**src/rtl/fxu_pkg.sv**
```systemverilog
package fxu_pkg;

  typedef enum logic [2:0] {
    OP_PASS = 3'd0,
    OP_NEG  = 3'd1,
    OP_INC  = 3'd2,
    OP_AND  = 3'd3,
    OP_ADD  = 3'd4,
    OP_SUB  = 3'd5,
    OP_ZERO = 3'd6,
    OP_RSUB = 3'd7
  } opKind_e;

  typedef enum logic [1:0] {
    ACC_FROM_RES = 2'd0,
    ACC_FROM_OLD = 2'd1,
    ACC_FROM_MEM = 2'd2
  } accSrc_e;

  typedef enum logic [1:0] {
    MEM_FROM_OLD = 2'd0,
    MEM_FROM_ACC = 2'd1,
    MEM_FROM_RES = 2'd2
  } memSrc_e;

  typedef struct packed {
    opKind_e op;
    logic    xFromMem;
    accSrc_e accSel;
    memSrc_e memSel;
    logic    memWr;
    logic    ovArm;
  } ctrlStrobes_t;

endpackage

```
**src/rtl/fxu_ctrl.sv**
```systemverilog
module fxu_ctrl
  import fxu_pkg::*;
#(
  parameter int FN_W = 6
) (
  input  logic            clk,
  input  logic            rstN,
  input  logic            issue,
  input  logic            ovClear,
  input  logic [FN_W-1:0] fnCode,
  input  logic            ovEvent,
  output ctrlStrobes_t    strobes,
  output logic            ovFlag
);

  localparam int GRP_LO = FN_W - 3;

  logic       fnValid;
  logic [1:0] grp;

  assign fnValid = !fnCode[FN_W-1];
  assign grp     = fnCode[GRP_LO+1:GRP_LO];

  always_comb begin
    strobes.op       = opKind_e'(fnCode[2:0]);
    strobes.xFromMem = 1'b0;
    strobes.accSel   = ACC_FROM_OLD;
    strobes.memSel   = MEM_FROM_OLD;
    strobes.memWr    = 1'b0;
    strobes.ovArm    = issue && fnValid;
    if (fnValid) begin
      unique case (grp)
        2'd0: begin
          strobes.accSel = ACC_FROM_RES;
        end
        2'd1: begin
          strobes.xFromMem = 1'b1;
          strobes.accSel   = ACC_FROM_RES;
          strobes.memSel   = MEM_FROM_ACC;
          strobes.memWr    = issue;
        end
        2'd2: begin
          strobes.memSel = MEM_FROM_RES;
          strobes.memWr  = issue;
        end
        default: begin
          strobes.xFromMem = 1'b1;
          strobes.accSel   = ACC_FROM_MEM;
          strobes.memSel   = MEM_FROM_RES;
          strobes.memWr    = issue;
        end
      endcase
    end
  end

  // Sticky overflow: a new overflow takes priority over a clear on the same edge.
  always_ff @(posedge clk) begin
    if (!rstN) begin
      ovFlag <= 1'b0;
    end else if (strobes.ovArm && ovEvent) begin
      ovFlag <= 1'b1;
    end else if (ovClear) begin
      ovFlag <= 1'b0;
    end
  end

  p_sticky_hold_r11: assert property (@(posedge clk) disable iff (!rstN)
    ovFlag && !ovClear |=> ovFlag);

  p_clear_idle_r11: assert property (@(posedge clk) disable iff (!rstN)
    ovClear && !issue |=> !ovFlag);

  p_rise_needs_issue_r8: assert property (@(posedge clk) disable iff (!rstN)
    $rose(ovFlag) |-> $past(issue));

endmodule

```
**src/rtl/fxu_datapath.sv**
```systemverilog
module fxu_datapath
  import fxu_pkg::*;
#(
  parameter int WIDTH = 39
) (
  input  ctrlStrobes_t     strobes,
  input  logic [WIDTH-1:0] accIn,
  input  logic [WIDTH-1:0] memIn,
  output logic [WIDTH-1:0] accNext,
  output logic [WIDTH-1:0] memNext,
  output logic             ovEvent
);

  localparam int MSB = WIDTH - 1;

  logic [WIDTH-1:0] xVal;
  logic [WIDTH-1:0] addA;
  logic [WIDTH-1:0] addB;
  logic             carryIn;
  logic             isArith;
  logic [WIDTH-1:0] sum;
  logic [WIDTH-1:0] result;

  assign xVal = strobes.xFromMem ? memIn : accIn;

  // One shared adder serves every arithmetic operation through operand muxing.
  always_comb begin
    addA    = '0;
    addB    = '0;
    carryIn = 1'b0;
    isArith = 1'b0;
    unique case (strobes.op)
      OP_NEG:  begin addB = ~xVal;                 carryIn = 1'b1; isArith = 1'b1; end
      OP_INC:  begin addA = memIn;                 carryIn = 1'b1; isArith = 1'b1; end
      OP_ADD:  begin addA = accIn; addB = memIn;                   isArith = 1'b1; end
      OP_SUB:  begin addA = accIn; addB = ~memIn;  carryIn = 1'b1; isArith = 1'b1; end
      OP_RSUB: begin addA = memIn; addB = ~accIn;  carryIn = 1'b1; isArith = 1'b1; end
      default: ;
    endcase
  end

  assign sum = addA + addB + {{(WIDTH-1){1'b0}}, carryIn};

  assign ovEvent = isArith && (addA[MSB] == addB[MSB]) && (sum[MSB] != addA[MSB]);

  always_comb begin
    unique case (strobes.op)
      OP_PASS: result = xVal;
      OP_AND:  result = accIn & memIn;
      OP_ZERO: result = '0;
      default: result = sum;
    endcase
  end

  always_comb begin
    unique case (strobes.accSel)
      ACC_FROM_RES: accNext = result;
      ACC_FROM_MEM: accNext = memIn;
      default:      accNext = accIn;
    endcase
    unique case (strobes.memSel)
      MEM_FROM_RES: memNext = result;
      MEM_FROM_ACC: memNext = accIn;
      default:      memNext = memIn;
    endcase
  end

endmodule

```
**src/rtl/fxu_route_unit.sv**
```systemverilog
module fxu_route_unit
  import fxu_pkg::*;
#(
  parameter int WIDTH = 39
) (
  input  logic             clk,
  input  logic             rstN,
  input  logic             issue,
  input  logic             ovClear,
  input  logic [5:0]       fnCode,
  input  logic [WIDTH-1:0] accIn,
  input  logic [WIDTH-1:0] memIn,
  output logic [WIDTH-1:0] accNext,
  output logic [WIDTH-1:0] memNext,
  output logic             memWe,
  output logic             ovFlag
);

  localparam int FN_W = 6;
  localparam logic [WIDTH-1:0] MOST_NEG = {1'b1, {(WIDTH-1){1'b0}}};

  ctrlStrobes_t strobes;
  logic         ovEvent;

  fxu_ctrl #(.FN_W(FN_W)) uCtrl (
    .clk     (clk),
    .rstN    (rstN),
    .issue   (issue),
    .ovClear (ovClear),
    .fnCode  (fnCode),
    .ovEvent (ovEvent),
    .strobes (strobes),
    .ovFlag  (ovFlag)
  );

  fxu_datapath #(.WIDTH(WIDTH)) uPath (
    .strobes (strobes),
    .accIn   (accIn),
    .memIn   (memIn),
    .accNext (accNext),
    .memNext (memNext),
    .ovEvent (ovEvent)
  );

  assign memWe = strobes.memWr;

  p_invalid_noop_r1: assert property (@(posedge clk) disable iff (!rstN)
    fnCode[5] |-> (accNext == accIn) && (memNext == memIn) && !memWe);

  p_group0_store_kept_r3: assert property (@(posedge clk) disable iff (!rstN)
    fnCode[5:3] == 3'd0 |-> memNext == memIn);

  p_group2_acc_kept_r5: assert property (@(posedge clk) disable iff (!rstN)
    fnCode[5:3] == 3'd2 |-> accNext == accIn);

  p_no_write_group0_r7: assert property (@(posedge clk) disable iff (!rstN)
    fnCode[5:3] == 3'd0 |-> !memWe);

  p_neg_most_neg_r9: assert property (@(posedge clk) disable iff (!rstN)
    fnCode == 6'o01 && accIn == MOST_NEG |-> accNext == MOST_NEG);

  p_collate_no_ovf_r10: assert property (@(posedge clk) disable iff (!rstN)
    issue && !fnCode[5] && fnCode[2:0] == 3'd3 && !ovFlag && !ovClear |=> !ovFlag);

endmodule

```
**config.mk**
```make
export PLATFORM = sky130hd
export DESIGN_NAME = fxu_route_unit
export DESIGN_NICKNAME = d
export VERILOG_FILES = /design/src/rtl/fxu_pkg.sv /design/src/rtl/fxu_ctrl.sv /design/src/rtl/fxu_datapath.sv /design/src/rtl/fxu_route_unit.sv
export SDC_FILE = /design/constraint.sdc
export NUM_CORES = 1
export LEC_CHECK = 0
export ABC_AREA = 1
export BUFFER_PORTS_ARGS = -buffer_cell sky130_fd_sc_hd__buf_4
export CORE_MARGIN = 10
export CORE_UTILIZATION = 35
export DETAILED_ROUTE_END_ITERATION = 8
export SLEW_MARGIN = 30
export SYNTH_ARGS = -nofsm -noshare
export SYNTH_HDL_FRONTEND = slang
export SYNTH_SLANG_ARGS = --single-unit
```
**constraint.sdc**
```tcl
create_clock -name clk -period 6.85 [get_ports clk]
set_clock_uncertainty 0.1 [all_clocks]
set_input_delay 0.3425 -clock clk [delete_from_list [all_inputs] [get_ports clk]]
set_output_delay 0.3425 -clock clk [all_outputs]
set_load 0.02 [all_outputs]
```
# Word level (Yosys, flattened, before mapping)
# Index checks and enable logic that the tools add are counted.
# word_totals
reg_bits	1
inputBits	88
output_inout_bits	80
wordCells	50
# classes
addsub	2
n_eq_ne	14
n_mux	14
n_bitwise	4
n_reduce_logical	15
# op_table
cell	count
39-bit one-hot mux with 2 select lines	3
39-bit one-hot mux with 4 select lines	1
39-bit NOT	3
39-bit one-hot mux with 3 select lines	1
39-bit by 1-bit adder with 39-bit output	1
39-bit adder	1
39-bit bitwise AND	1
39-bit two-way mux	1
3-bit equality test, second input constant	4
2-bit OR reduction	4
2-bit equality test, second input constant	3
3-bit by 2-bit equality test with 1-bit output, second input constant	2
6-bit two-way mux	1
3-bit one-hot mux with 2 select lines	1
1-bit two-way mux	5
5-bit OR reduction	1
2-bit by 1-bit equality test with 1-bit output, second input constant	2
1-bit logical AND	4
2-bit logical NOT	2
2-bit one-hot mux with 2 select lines	1
4-bit OR reduction	1
3-bit by 1-bit equality test with 1-bit output, second input constant	1
3-bit logical NOT	1
2-bit nonzero test	1
other kinds (3)	3

# Logic depth before layout (Yosys ltp)
# depth
ltp_word	13
mapped_depth	23

# Modules after synthesis
# Synthesis repeated with hierarchy kept, for this count alone.
# unflattened
hier_cells	1402
hier_area_um2	6905.4
# by_module_without_submodules
module	instances	cells_per_inst	area_each_um2	seq_area_each_um2
fxu_datapath	1	1381	6786.5	0.0
fxu_ctrl	1	21	118.9	20.0

# Worst setup path after synthesis
# No wires, ideal clock.
# synth_timing
path_type	in2out
from	input fnCode[2]
to	output accNext[24]
t_arrival_ns	3.123
required_ns	6.408
path_slack_ns	3.284
stages	20
n_path_buf	3
path_cell_list	buf_4 > nand3_1 > buf_2 > buf_2 > o22ai_1 > a221oi_1 > fa_1 > inv_1 > fa_1 > nand3_1 > nand3_1 > nand2_1 > nand2_1 > nand2_1 > nand2_2 > nand2_1 > nand3_1 > nand3_1 > a21oi_1 > nor2_1
# synth_via
elab_chain_cells	7
# synth_lines
element	line_no	rtl
from (decl)	fxu_route_unit.sv:10	input logic [5:0] fnCode,
3-bit by 2-bit equality test with 1-bit output or 3-bit equality test (tied branches)	fxu_datapath.sv:32	unique case (strobes.op)
2-bit OR reduction (no source line)	n/a	
39-bit one-hot mux with 2 select lines	fxu_datapath.sv:32	
39-bit adder	fxu_datapath.sv:42	assign sum = addA + addB + {{(WIDTH-1){1'b0}}, carryIn};
39-bit by 1-bit adder with 39-bit output	fxu_datapath.sv:42	
39-bit one-hot mux with 3 select lines (*)	fxu_datapath.sv:47	unique case (strobes.op)
39-bit one-hot mux with 2 select lines (*)	fxu_datapath.sv:56	unique case (strobes.accSel)
to (decl)	fxu_route_unit.sv:13	output logic [WIDTH-1:0] accNext,
# Every way passes the cells marked *; elsewhere a longest branch is shown, timed or not.

# Worst setup path after layout
# layout_timing
from	input fnCode[1]
to	output memNext[38]
# layout_via
elab_chain_cells	7
# layout_lines
element	line_no	rtl
3-bit by 2-bit equality test with 1-bit output or 3-bit equality test (tied branches)	fxu_datapath.sv:32	
2-bit OR reduction (no source line)	n/a	
39-bit one-hot mux with 2 select lines	fxu_datapath.sv:32	
39-bit adder	fxu_datapath.sv:42	
39-bit by 1-bit adder with 39-bit output	fxu_datapath.sv:42	
39-bit one-hot mux with 3 select lines (*)	fxu_datapath.sv:47	
39-bit one-hot mux with 2 select lines (*)	fxu_datapath.sv:61	unique case (strobes.memSel)
to (decl)	fxu_route_unit.sv:14	output logic [WIDTH-1:0] memNext,
# Marked as above.

==> impl_results.html <==
<table>
<tr><th>Metric</th><th>Value</th></tr>
<tr><th colspan="2">Finish</th></tr>
<tr><td>Cell area after layout</td><td>8390 µm²</td></tr>
<tr><td>Register with the highest flop count</td><td>uCtrl.ovFlag</td></tr>
<tr><td>Number of filler cells placed in the layout</td><td>2273</td></tr>
<tr><td>Post-route non-filler standard cell count</td><td>1820</td></tr>
<tr><td>Ratio of cells with drive above 1 in the final layout</td><td>14.5%</td></tr>
<tr><td>Area delta synth-&gt;final</td><td>20.1%</td></tr>
<tr><td>Max reg flops</td><td>1</td></tr>
<tr><td>Diodes inserted</td><td>0</td></tr>
<tr><td>Largest registers</td><td>uCtrl.ovFlag (1)</td></tr>
<tr><td>Commonest non-fill, non-tap cell in the layout</td><td>sky130_fd_sc_hd__nand2_1</td></tr>
<tr><td>Nets</td><td>1684</td></tr>
<tr><td>Most used cells in the layout excluding fill and tap cells</td><td>sky130_fd_sc_hd__nand2_1 (476), sky130_fd_sc_hd__inv_1 (235), sky130_fd_sc_hd__buf_4 (180), sky130_fd_sc_hd__nand3_1 (145), sky130_fd_sc_hd__o22ai_1 (95)</td></tr>
<tr><th colspan="2">Worst setup path</th></tr>
<tr><td>Setup Crit Path Kind</td><td>input pin to output port</td></tr>
<tr><td>Origin of the critical flop-to-flop path</td><td>uCtrl.ovFlag</td></tr>
<tr><td>Critical path endpoint category</td><td>output port</td></tr>
<tr><td>Highest fanout seen on the critical path</td><td>21</td></tr>
<tr><td>Max stage delay on crit path</td><td>0.54 ns</td></tr>
<tr><td>Worst path buffer plus inverter count</td><td>6</td></tr>
<tr><td>CP Launch Type</td><td>input pin</td></tr>
<tr><td>Crit path launch</td><td>fnCode[1]</td></tr>
<tr><td>Library cell contributing the largest single delay on the critical path</td><td>sky130_fd_sc_hd__inv_1</td></tr>
<tr><td>CP Cell Sequence</td><td>buf_4, inv_2, nand2_2, nor2_1, buf_4, inv_1, o22ai_1, a221oi_1, fa_1, inv_1, fa_1, nand3_1, nand3_1, nand2_1, nand2_1, nand2_1, nand3_2, nand2_2, nand2_1, nand2_1, nand3_1, nand3_1, nand2_1, buf_4</td></tr>
<tr><td>Cell depth of the worst setup path</td><td>24</td></tr>
<tr><td>Largest delay share family, worst path</td><td>simple AND/OR/NAND/NOR gates</td></tr>
<tr><td>Critical path required time</td><td>6.41 ns</td></tr>
<tr><td>Critical path capture point</td><td>memNext[38]</td></tr>
<tr><td>Worst R2R End</td><td>uCtrl.ovFlag</td></tr>
<tr><td>Worst endpoint data arrival time</td><td>4.18 ns</td></tr>
<tr><td>Slack of the worst reg-to-reg path</td><td>6.18 ns</td></tr>
<tr><td>Most used cell along the critical path</td><td>sky130_fd_sc_hd__nand2_1</td></tr>
<tr><td>Count of cells along the worst register-to-register path</td><td>2</td></tr>
<tr><th colspan="2">Clock network</th></tr>
<tr><td>Post-CTS Repair Setup Buffers</td><td>0</td></tr>
<tr><td>Clock latency reported for the late side of the worst-skew pair</td><td>0 ns</td></tr>
<tr><td>Clock edge transition at the registers on the reported setup and hold paths</td><td>0 ns</td></tr>
<tr><td>CTS-repair resized insts</td><td>0</td></tr>
<tr><td>Hold-fix buffers, CTS</td><td>0</td></tr>
<tr><th colspan="2">Floorplan</th></tr>
<tr><td>Placement Rows</td><td>51</td></tr>
<tr><td>Die W</td><td>161 µm</td></tr>
<tr><td>Initial core utilization</td><td>35.8%</td></tr>
<tr><td>Top-Level Pins</td><td>168</td></tr>
<tr><td>Die area</td><td>26000 µm²</td></tr>
<tr><td>Area of the core</td><td>19500 µm²</td></tr>
<tr><td>Die span in y</td><td>161 µm</td></tr>
<tr><th colspan="2">STA</th></tr>
<tr><td>Fmax</td><td>216 MHz</td></tr>
<tr><td>Least-Margin Pin Slew</td><td>0.972 ns</td></tr>
<tr><td>Setup violations, final</td><td>0</td></tr>
<tr><td>Period minus WS final</td><td>4.63 ns</td></tr>
<tr><td>Unrepaired setup endpoints after global routing</td><td>no</td></tr>
<tr><td>Final Hold Vio Count</td><td>0</td></tr>
<tr><td>Final count of pins violating max slew</td><td>0</td></tr>
<tr><td>Post-route clock period utilization</td><td>67.6%</td></tr>
<tr><td>Summed negative setup slack over all endpoints</td><td>0 ns</td></tr>
<tr><td>Tightest slew margin relative to the limit</td><td>34.8%</td></tr>
<tr><th colspan="2">Yosys</th></tr>
<tr><td>Top cell type's share of synthesized area</td><td>25.6%</td></tr>
<tr><td>Total standard cell area after synthesis</td><td>6990 µm²</td></tr>
<tr><td>Number of synthesized register bits</td><td>1</td></tr>
<tr><td>Post-synth ARST share</td><td>0%</td></tr>
<tr><td>Per-instance average area after synthesis</td><td>4.86 µm²</td></tr>
<tr><td>Count of unique library cells instantiated by Yosys</td><td>44</td></tr>
<tr><td>Warning count from the yosys run</td><td>0</td></tr>
<tr><td>Fraction of the yosys area taken by sequential cells</td><td>0.287%</td></tr>
<tr><td>Synth Instances</td><td>1437</td></tr>
<tr><td>Syn Nets</td><td>1564</td></tr>
<tr><td>Cell type contributing the most total cell area after synthesis</td><td>sky130_fd_sc_hd__nand2_1</td></tr>
<tr><td>Prevailing post-synth register cell</td><td>sky130_fd_sc_hd__dfxtp_1</td></tr>
<tr><td>EDFF count, synth</td><td>0</td></tr>
<tr><td>Biggest area contributors in the synthesized netlist</td><td>sky130_fd_sc_hd__nand2_1 (26%), sky130_fd_sc_hd__inv_1 (13%), sky130_fd_sc_hd__nand3_1 (10%)</td></tr>
<tr><th colspan="2">Placement</th></tr>
<tr><td>Placed cell count</td><td>1820</td></tr>
<tr><td>Placed wire-length estimate after detailed placement</td><td>24600 µm</td></tr>
<tr><td>Buffers on Ports</td><td>167</td></tr>
<tr><td>Weighted congestion reported at the end of routability-driven placement</td><td>0.999</td></tr>
<tr><td>Cell area after placement</td><td>8390 µm²</td></tr>
<tr><th colspan="2">Global routing</th></tr>
<tr><td>GRT Overall Usage</td><td>23.2%</td></tr>
<tr><td>Antenna violations before repair</td><td>0</td></tr>
<tr><td>First-pass GRT wire length</td><td>50700 µm</td></tr>
<tr><td>Largest net degree at the start of global routing</td><td>66</td></tr>
<tr><td>Total grt overflow</td><td>0</td></tr>
<tr><td>Vias in the first global route</td><td>9565</td></tr>
<tr><th colspan="2">Power</th></tr>
<tr><td>Maximum vdd drop</td><td>76.3 µV</td></tr>
<tr><td>Overall power after layout</td><td>0.000876 W</td></tr>
<tr><td>Areal power density over the cells</td><td>104 nW/µm²</td></tr>
<tr><td>Leakage power figure</td><td>4.65 nW</td></tr>
<tr><th colspan="2">Hold path</th></tr>
<tr><td>Class of the tightest hold or removal check</td><td>register to register</td></tr>
<tr><th colspan="2">Drt</th></tr>
<tr><td>Via count</td><td>10200</td></tr>
<tr><td>Number of violations reported at the end of detailed-routing iteration 0</td><td>937</td></tr>
<tr><td>Average wire per standard cell</td><td>17.6 µm</td></tr>
<tr><td>Number of search-and-repair iterations in the first detailed-routing pass</td><td>6</td></tr>
<tr><td>Drt drc</td><td>0</td></tr>
<tr><td>Routed vias/inst</td><td>5.60</td></tr>
<tr><td>Number of nets with antenna violations after detailed routing</td><td>0</td></tr>
<tr><td>Routed Wire Length</td><td>32100 µm</td></tr>
<tr><th colspan="2">Run</th></tr>
<tr><td>Maximum Capacitance Violations</td><td>0</td></tr>
<tr><th colspan="2">Status</th></tr>
<tr><td>Run status</td><td>finished clean</td></tr>
</table>
synth_stat cells (2+ instances only):
library cell / instances
sky130_fd_sc_hd__a21boi_0: 2
sky130_fd_sc_hd__a21o_1: 2
sky130_fd_sc_hd__a21oi_1: 77
sky130_fd_sc_hd__a221o_1: 2
sky130_fd_sc_hd__a22o_1: 6
sky130_fd_sc_hd__a31oi_1: 24
sky130_fd_sc_hd__a32oi_1: 13
sky130_fd_sc_hd__buf_1: 4
sky130_fd_sc_hd__buf_2: 30
sky130_fd_sc_hd__buf_4: 3
sky130_fd_sc_hd__buf_6: 2
sky130_fd_sc_hd__clkbuf_1: 23
sky130_fd_sc_hd__fa_1: 2
sky130_fd_sc_hd__ha_1: 37
sky130_fd_sc_hd__inv_1: 236
sky130_fd_sc_hd__inv_2: 14
sky130_fd_sc_hd__nand2_1: 476
sky130_fd_sc_hd__nand2_2: 9
sky130_fd_sc_hd__nand3_1: 145
sky130_fd_sc_hd__nand3_2: 5
sky130_fd_sc_hd__nand3b_1: 3
sky130_fd_sc_hd__nand4_1: 5
sky130_fd_sc_hd__nor2_1: 77
sky130_fd_sc_hd__nor2_2: 6
sky130_fd_sc_hd__nor2_4: 2
sky130_fd_sc_hd__nor3_1: 9
sky130_fd_sc_hd__nor4_1: 2
sky130_fd_sc_hd__o211ai_1: 17
sky130_fd_sc_hd__o21ai_0: 53
sky130_fd_sc_hd__o21ai_1: 16
sky130_fd_sc_hd__o21ai_2: 2
sky130_fd_sc_hd__o21bai_1: 4
sky130_fd_sc_hd__o221ai_1: 14
sky130_fd_sc_hd__o22ai_1: 95
sky130_fd_sc_hd__o31ai_1: 2
sky130_fd_sc_hd__or2_2: 2
sky130_fd_sc_hd__xnor2_1: 7
sky130_fd_sc_hd__xor2_1: 3
cell type report:
class	count	area, µm²	share of cell area, %
inverters	250	938	11.2
flip-flops and latches	1	20.0	0.239
well taps	265	332	3.95
repair buffers	180	1350	16.1
multi-input cells	1124	5750	68.5
cells by family (layout without fill, tap and decap cells):
| group | count (synthesis) | after routing | share of synthesized area, % |
|---|---|---|---|
| AOI/OAI and AO/OA | 333 | 333 | 29.2 |
| xor gates and xnor gates | 10 | 10 | 1.25 |
| adders and majority gates | 39 | 39 | 7.20 |
| buffers and inverters | 312 | 430 | 17.7 |
| DFF | 1 | 1 | 0.287 |
| and+or+nand+nor | 742 | 742 | 44.3 |
per-stage QoR:
stage | setup WS, ns | util [%] | hold WS (ns)
after floorplan | 3.28 | - | 0.396
after global placement | 2.31 | 42.9 | 0.354
after detailed placement | 2.41 | 43.0 | 0.375
after CTS | 2.40 | 43.0 | 0.378
after global routing | 1.97 | 43.0 | 0.411
final | 2.22 | 43.0 | 0.368
worst reg2reg max path: cells and delay by family, from the launching register on:
kind	cells	cell delay, ns
flops	1	0.31
compound gates	1	0.13
simple gates	1	0.06
report_power, final:
part           switching, W   total (W)  internal [W]
clock                     0           0             0
sequential     0.0000000676  0.00000616    0.00000609
combinational      0.000566    0.000870      0.000304
total              0.000566    0.000876      0.000310
worst min path at each step:
stage                       startpoint           end  slack, ns  depth (start not counted)
final                     uCtrl.ovFlag  uCtrl.ovFlag       0.37                          2
after global routing      uCtrl.ovFlag  uCtrl.ovFlag       0.41                          2
after CTS                 uCtrl.ovFlag  uCtrl.ovFlag       0.38                          2
after detailed placement  uCtrl.ovFlag  uCtrl.ovFlag       0.38                          2
after global placement    uCtrl.ovFlag  uCtrl.ovFlag       0.35                          2
after floorplan                   rstN  uCtrl.ovFlag       0.40                          1
metal layers:
metal  GRT usage [%]  vias up  part of all wire, %
met1            32.5     4573                   46
met3            4.02       55                   10
met5               0        -                    0
li1                -     5023                    -
met2            36.3      532                   42
met4            4.67        0                  1.8
(Power assumes the default switching activity.)
